**config.mk**
```make
export PLATFORM = sky130hd
export DESIGN_NAME = clk_mode_ctrl
export DESIGN_NICKNAME = d
export VERILOG_FILES = /design/src/rtl/clk_mode_ctrl.sv
export SDC_FILE = /design/constraint.sdc
export NUM_CORES = 1
export LEC_CHECK = 0
export ABC_AREA = 0
export CORE_MARGIN = 3
export CORE_UTILIZATION = 25
export DETAILED_ROUTE_END_ITERATION = 10
export GPL_ROUTABILITY_DRIVEN = 0
export MAX_ROUTING_LAYER = met4
export PLACE_DENSITY = 0.74
export SYNTH_ARGS = -nofsm -noshare
export SYNTH_HDL_FRONTEND = slang
export SYNTH_SLANG_ARGS = --single-unit
```
**constraint.sdc**
```tcl
create_clock -name clk -period 0.9 [get_ports clk]
set_input_delay 0.18 -clock clk [delete_from_list [all_inputs] [get_ports clk]]
set_output_delay 0.18 -clock clk [all_outputs]
set_load 0.1 [all_outputs]
```
**src/rtl/clk_mode_ctrl.sv**
```systemverilog
module clk_mode_ctrl #(
  parameter int RDW = 3,
  parameter int BDW = 3
) (
  input  logic               clk,
  input  logic               rst_n,
  input  logic               osc_en,
  input  logic               ext_ref_req,
  input  logic               bus_byp_req,
  input  logic [RDW-1:0]     ref_div_code,
  input  logic [BDW-1:0]     bus_div_code,
  input  logic               osc_ready,
  input  logic               osc_mon_fail,
  input  logic               fll_locked,
  input  logic               lock_irq_en,
  input  logic               lock_flag_clr,
  output logic               fll_ref_ext,
  output logic [(1<<RDW)-1:0] ref_div_ratio,
  output logic               dco_en,
  output logic               bus_src_osc,
  output logic [(1<<BDW)-1:0] bus_div_ratio,
  output logic [1:0]         mode_code,
  output logic               lock_flag,
  output logic               lock_irq,
  output logic               reset_req
);
  localparam logic [1:0] M_INT = 2'b00;
  localparam logic [1:0] M_EXT = 2'b01;
  localparam logic [1:0] M_BYP = 2'b10;

  logic [1:0] mode_q, mode_d;
  logic       lock_q, fail_q;
  logic       osc_ok;

  assign osc_ok = osc_en && osc_ready && !osc_mon_fail;

  always_comb begin
    mode_d = M_INT;
    if (osc_ok && bus_byp_req)      mode_d = M_BYP;
    else if (osc_ok && ext_ref_req) mode_d = M_EXT;
  end

  always_ff @(posedge clk or negedge rst_n) begin
    if (!rst_n) begin
      mode_q    <= M_INT;
      lock_q    <= 1'b0;
      fail_q    <= 1'b0;
      lock_flag <= 1'b0;
      reset_req <= 1'b0;
    end else begin
      mode_q    <= mode_d;
      lock_q    <= fll_locked;
      fail_q    <= osc_mon_fail;
      reset_req <= osc_mon_fail && !fail_q;
      if (fll_locked != lock_q) lock_flag <= 1'b1;
      else if (lock_flag_clr)   lock_flag <= 1'b0;
    end
  end

  assign mode_code     = mode_q;
  assign fll_ref_ext   = (mode_q == M_EXT);
  assign bus_src_osc   = (mode_q == M_BYP);
  assign dco_en        = (mode_q != M_BYP);
  assign ref_div_ratio = (1 << RDW)'(1) << ref_div_code;
  assign bus_div_ratio = (1 << BDW)'(1) << bus_div_code;
  assign lock_irq      = lock_flag && lock_irq_en;

  a_r3_bypass_stops_dco: assert property (@(posedge clk) disable iff (!rst_n)
    (osc_en && osc_ready && bus_byp_req && !osc_mon_fail) |=> (!dco_en && bus_src_osc));

  a_r5_invalid_osc_internal: assert property (@(posedge clk) disable iff (!rst_n)
    !(osc_en && osc_ready) |=> (mode_code == 2'b00 && dco_en && !fll_ref_ext));

  a_r11_fail_forces_internal: assert property (@(posedge clk) disable iff (!rst_n)
    osc_mon_fail |=> (mode_code == 2'b00 && !bus_src_osc));

  a_r11_req_single_cycle: assert property (@(posedge clk) disable iff (!rst_n)
    reset_req |=> !reset_req);

  a_r8_lock_change_sets: assert property (@(posedge clk) disable iff (!rst_n)
    (fll_locked != lock_q) |=> lock_flag);

  a_r9_clear_works: assert property (@(posedge clk) disable iff (!rst_n)
    (lock_flag_clr && fll_locked == lock_q) |=> !lock_flag);

  a_r2_modes_exclusive: assert property (@(posedge clk) disable iff (!rst_n)
    $onehot0({fll_ref_ext, bus_src_osc}));
endmodule

```
==> impl_table.tex, run 1 <==
\begin{tabular}{lr}
\hline
Metric & Value \\
\hline
\multicolumn{2}{l}{\textbf{Status}} \\
Outcome & aborted with a tool error \\
Error Message & [ERROR DPL-0038] Utilization greater than 100\%, impossible to legalize \\
Halt point of the flow & 3\_5\_place\_dp \\
\multicolumn{2}{l}{\textbf{Floorplanning}} \\
Initial Utilization & 28.96\% \\
Die Span Y & $\sim$43 microns \\
Number of top-level pins & 40 \\
Chip width & 43.30 microns \\
Row count & 12 \\
\multicolumn{2}{l}{\textbf{Synth}} \\
Yosys warning total & 0 \\
Number of distinct library cells after synthesis & 14 \\
Most instantiated flip-flop cell in the synthesis netlist & sky130\_fd\_sc\_hd\_\_dfrtp\_1 \\
Post-synthesis instance area & between 300 and 400 sq um \\
Portion of synthesized cell area occupied by the leading cell type & about 43\% \\
Average instance area after synthesis & slightly below 10 sq um \\
Share of synthesized area occupied by flip-flops and latches & between 40\% and 50\% \\
Dominant cell type by area after synthesis & sky130\_fd\_sc\_hd\_\_dfrtp\_1 \\
Leading post-synthesis cells by cell area & sky130\_fd\_sc\_hd\_\_dfrtp\_1, sky130\_fd\_sc\_hd\_\_nor3b\_1, sky130\_fd\_sc\_hd\_\_and3b\_2 \\
Yosys reg bits & 6 \\
Number of nets in the synthesized netlist & a little over 50 \\
Cell with the most instances after synthesis & sky130\_fd\_sc\_hd\_\_nor3b\_1 \\
Fraction of synthesis flops using an asynchronous set or reset pin & 100.0\% \\
Post-synth EDFFs & 0 \\
Leading cell types by count after synthesis & sky130\_fd\_sc\_hd\_\_nor3b\_1, sky130\_fd\_sc\_hd\_\_dfrtp\_1, sky130\_fd\_sc\_hd\_\_and3b\_2, sky130\_fd\_sc\_hd\_\_nand2\_1 \\
Gate Count Post-Synth & 35 \\
\multicolumn{2}{l}{\textbf{Place}} \\
Number of buffers inserted by port buffering & 39 \\
\hline
\end{tabular}
==> per-stage QoR <==
stage                   cells  worst slack (ns)  TNS, ns  area (sq um)  hold WS, ns
after floorplan            35           -0.7876   -4.362         496.7      -0.1156
after global placement    101           -0.6253   -9.598          1242       0.3839
==> cell families after synthesis <==
kind of cell / count (synthesis) / share of synthesized area, %
simple gates: 25 / 50.72
flops: 6 / 43.16
buf+inv: 2 / 2.159
compound gates: 1 / 1.437
xor+xnor: 1 / 2.518
==> inputs of run 2 (changes only) <==
CORE_AREA = 3 3 64 66   (was unset)
CORE_MARGIN = unset   (was 3)
CORE_UTILIZATION = unset   (was 25)
DIE_AREA = 0 0 67 69   (was unset)
MAX_ROUTING_LAYER = unset   (was met4)
PLACE_DENSITY = unset   (was 0.74)
PLACE_DENSITY_LB_ADDON = 0.15   (was unset)
==> run 2 against run 1 <==
Compared with the run above: the flow now finishes, with violations (negative setup slack); synthesized area unchanged; synthesized cell count unchanged.
==> impl_table.tex, run 2 <==
\begin{tabular}{lr}
\hline
Metric & Value \\
\hline
\multicolumn{2}{l}{\textbf{Pwr}} \\
Total Power & $\sim$1.5 mW \\
Sequential fraction of design power & between 15 and 20\% \\
Leakage power summed over all cells & about 0.58 nW \\
Combinational power share & a little over half \\
Power per cell area & 1072 nW/um\^{}2 \\
Reported net switching power & between 0.5 and 0.6 mW \\
Internal power summed over all cells & 0.9478 mW \\
Part of the total power dissipated in the clock network & between 20\% and 30\% \\
Worst IR drop on VDD & around 0.60 mV \\
Net switching fraction of the power & approximately 39\% \\
\multicolumn{2}{l}{\textbf{STA}} \\
Worst rel slew slack & between 80 and 90\% \\
Final setup margin & -0.3788 ns \\
Clk\_skew & 0.0001435 ns \\
Achievable Freq & approximately 780 MHz \\
Transition time of the tightest slew-check pin & roughly 0.28 ns \\
Count of endpoints failing setup in the final report & 21 \\
Final-report hold violation count & 0 \\
Number of max-slew violations in the final report & 0 \\
Setup repair after global routing missed its margin & true \\
Period minus WS final & around 1.3 ns \\
Tcrit/Tclk final & 142.1\% \\
\multicolumn{2}{l}{\textbf{Setup path}} \\
FF-to-FF setup slack & $\sim$0.08 ns \\
Worst reg2reg path startpoint & lock\_flag \\
CP Capture Type & output pin \\
Worst-path cell chain & nand2b\_4 > clkinvlp\_4 > buf\_12 \\
Reg2reg end & lock\_flag \\
Worst setup path start & mode\_code[0] \\
Number of buffer and inverter instances along the worst setup path & 2 \\
Type of element launching the critical path & flip-flop \\
Arrival @ worst endpoint & 1.10 ns \\
CP max stage cell & sky130\_fd\_sc\_hd\_\_dfrtp\_4 \\
Delay of the slowest critical-path stage & roughly 0.47 ns \\
Cell class contributing the biggest share of worst-path delay & flip-flops \\
CP Class & reg -> out \\
Worst setup endpoint & bus\_src\_osc \\
Largest fanout of any net on the critical path & 3 \\
Worst EP required & 0.72 ns \\
Length in cells of the worst reg-to-reg path & 3 \\
Count of cell instances traversed by the critical path & 3 \\
\multicolumn{2}{l}{\textbf{Floorplanning}} \\
Die Span Y & between 60 and 70 microns \\
Number of top-level pins & 40 \\
Chip width & about 67 microns \\
Overall die area & 4623 sq um \\
Initial Utilization & 9.573\% \\
Core region area & 3633 sq um \\
Row count & 22 \\
\multicolumn{2}{l}{\textbf{Cells and area}} \\
Most common cell after layout, fill and taps aside & sky130\_fd\_sc\_hd\_\_buf\_12 \\
Number of fill cells in the layout & about 370 \\
Number of antenna diodes & 0 \\
Post-layout nets & between 100 and 150 \\
Area growth, synth to finish & 314.7\% \\
Finished Cell Area & roughly 1400 sq um \\
Flip-flop count of the largest register after layout & 2 \\
Fraction of layout cells with a size suffix above 1 & around 81\% \\
Most used cells in the layout excluding fill and tap cells & sky130\_fd\_sc\_hd\_\_buf\_12, sky130\_fd\_sc\_hd\_\_buf\_6, sky130\_fd\_sc\_hd\_\_clkdlybuf4s50\_1, sky130\_fd\_sc\_hd\_\_nor3b\_4, sky130\_fd\_sc\_hd\_\_and3b\_4 \\
\multicolumn{2}{l}{\textbf{Clocking}} \\
CTS Buf Count & 3 \\
Clk slew on worst S/H paths & 0.04 ns \\
H-tree depth reported by CTS & 1 \\
TritonCTS clock tree & yes \\
Number of buffers between clock root and the deepest sink & 2 \\
Clock latency on the worst-skew pair & approximately 0.22 ns \\
CTS Root Buffer Type & sky130\_fd\_sc\_hd\_\_clkbuf\_8 \\
Count of clock tree sinks & 6 \\
Cts-stage hold buffer count & 0 \\
\multicolumn{2}{l}{\textbf{Synth}} \\
Fraction of synthesis flops using an asynchronous set or reset pin & 100.0\% \\
Share of synthesized area occupied by flip-flops and latches & between 40\% and 50\% \\
Number of nets in the synthesized netlist & 51 \\
Dominant cell type by area after synthesis & sky130\_fd\_sc\_hd\_\_dfrtp\_1 \\
Most instantiated flip-flop cell in the synthesis netlist & sky130\_fd\_sc\_hd\_\_dfrtp\_1 \\
Number of distinct library cells after synthesis & 14 \\
Average instance area after synthesis & 9.938 sq um \\
Post-synthesis instance area & 347.8 sq um \\
Portion of synthesized cell area occupied by the leading cell type & approximately 43\% \\
Gate Count Post-Synth & 35 \\
Yosys warning total & 0 \\
Cell with the most instances after synthesis & sky130\_fd\_sc\_hd\_\_nor3b\_1 \\
Post-synth EDFFs & 0 \\
Leading cell types by count after synthesis & sky130\_fd\_sc\_hd\_\_nor3b\_1, sky130\_fd\_sc\_hd\_\_dfrtp\_1, sky130\_fd\_sc\_hd\_\_and3b\_2, sky130\_fd\_sc\_hd\_\_nand2\_1 \\
Leading post-synthesis cells by cell area & sky130\_fd\_sc\_hd\_\_dfrtp\_1, sky130\_fd\_sc\_hd\_\_nor3b\_1, sky130\_fd\_sc\_hd\_\_and3b\_2 \\
Yosys reg bits & 6 \\
\multicolumn{2}{l}{\textbf{GRT}} \\
Pin count of the biggest net entering global routing & 9 \\
Via count of the first global-routing pass & a little under 500 \\
GRT Resource Usage Total & approximately 6.6\% \\
Total global routing overflow & 0 \\
Antenna violations before repair & 0 \\
Wire length of the first global-routing pass & 2.359 mm \\
\multicolumn{2}{l}{\textbf{Place}} \\
Post-detailed-placement cell area & 1290 sq um \\
Half-perimeter wire length of the detailed placement result & $\sim$1.2 mm \\
Number of buffers inserted by port buffering & 39 \\
\multicolumn{2}{l}{\textbf{Status}} \\
Outcome & finished, violations left \\
Violations in the final reports & negative setup slack \\
\multicolumn{2}{l}{\textbf{Route}} \\
Wire length on met2 & between 700 and 800 microns \\
Met1 layer wirelength in the final routing & roughly 550 microns \\
Detail Route Antenna Nets & 0 \\
First DRT Iteration DRCs & 13 \\
DR top layer & met4 \\
Vias & 471 \\
DRC violation count after routing & 0 \\
Post-detailed-route wirelength per cell & 10.08 microns \\
Drt pass-1 iters & 2 \\
Length of routed met3 wiring & roughly 110 microns \\
Post-detailed-routing wire length & 1.391 mm \\
Via-to-Cell Ratio & $\sim$3.4 \\
\multicolumn{2}{l}{\textbf{Job}} \\
Max-cap violations & 0 \\
\multicolumn{2}{l}{\textbf{Min path}} \\
Class of the tightest hold or removal check & in -> async \\
\hline
\end{tabular}
## run 2: cell counts after synthesis
Identical to the previous run, type by type.
## run 2: timing repair
action                                 CTS  global route
endpoints found under the hold margin    0             0
pin swaps                                9             6
gates resized for setup                 55            10
buffers inserted                         3             2
setup endpoints to repair               24            25
## run 2: how the worst min path moves through the flow
stage / from / to / slack [ns] / cells past startpoint
4_1_cts: rst_n / lock_q / 0.20 / 1
2_1_floorplan: rst_n / fail_q / -0.12 / 0
5_1_grt: rst_n / fail_q / 0.22 / 1
3_3_place_gp: fail_q / reset_req / 0.39 / 1
3_5_place_dp: fail_q / reset_req / 0.39 / 1
6_report: rst_n / lock_q / 0.20 / 1
## run 2: power groups by stage
stage                     Clock (mW)  Sequential [mW]  Combinational, mW
after floorplan                    0            0.370              0.346
after global placement             0            0.302              0.798
after CTS                      0.422            0.300              0.849
final                          0.401            0.299              0.846
after detailed placement           0            0.302              0.800
after global routing           0.427            0.302              0.876
## run 2: area by class of cell
type	count	area, sq um	area share, %
Tap cell	48	60.06	4.163
Sequential cell	6	162.7	11.27
Timing Repair Buffer	52	827.0	57.33
Multi-Input combinational cell	27	340.3	23.59
Inverter	2	11.26	0.7806
Clock buffer	3	41.29	2.862
## run 2: worst reg2reg max path: stages (launching register included)
cell and delay [ns]:
sky130_fd_sc_hd__dfrtp_4 0.47, sky130_fd_sc_hd__buf_6 0.13, sky130_fd_sc_hd__inv_1 0.04, sky130_fd_sc_hd__o21ai_0 0.07
## run 2: stage by stage
step           instances  setup TNS (ns)  util (%)  hold WS [ns]  setup WS (ns)
3_3_place_gp         134          -9.330     35.50        0.3879        -0.5504
4_1_cts              139          -3.871     39.39        0.2010        -0.3963
6_report             138          -2.972     39.70        0.2037        -0.3788
2_1_floorplan         35          -4.362         -       -0.1156        -0.7876
5_1_grt              138          -3.443     39.70        0.2195        -0.4128
3_5_place_dp         134          -9.423     35.50        0.3919        -0.5667
## run 2: per-layer routing
metal	track usage [%]	vias to the layer above
met5	0	-
met4	2.703	0
met3	2.280	4
met2	9.934	24
met1	8.325	210
li1	-	233
## run 2: cell families after synthesis
| group | count (synthesis) | synth area share, % |
|---|---|---|
| AOI/OAI and AO/OA | 1 | 1.437 |
| and+or+nand+nor | 25 | 50.72 |
| DFF | 6 | 43.16 |
| buffers and inverters | 2 | 2.159 |
| xor gates and xnor gates | 1 | 2.518 |
Note: power is estimated with default switching activity, not from simulation.
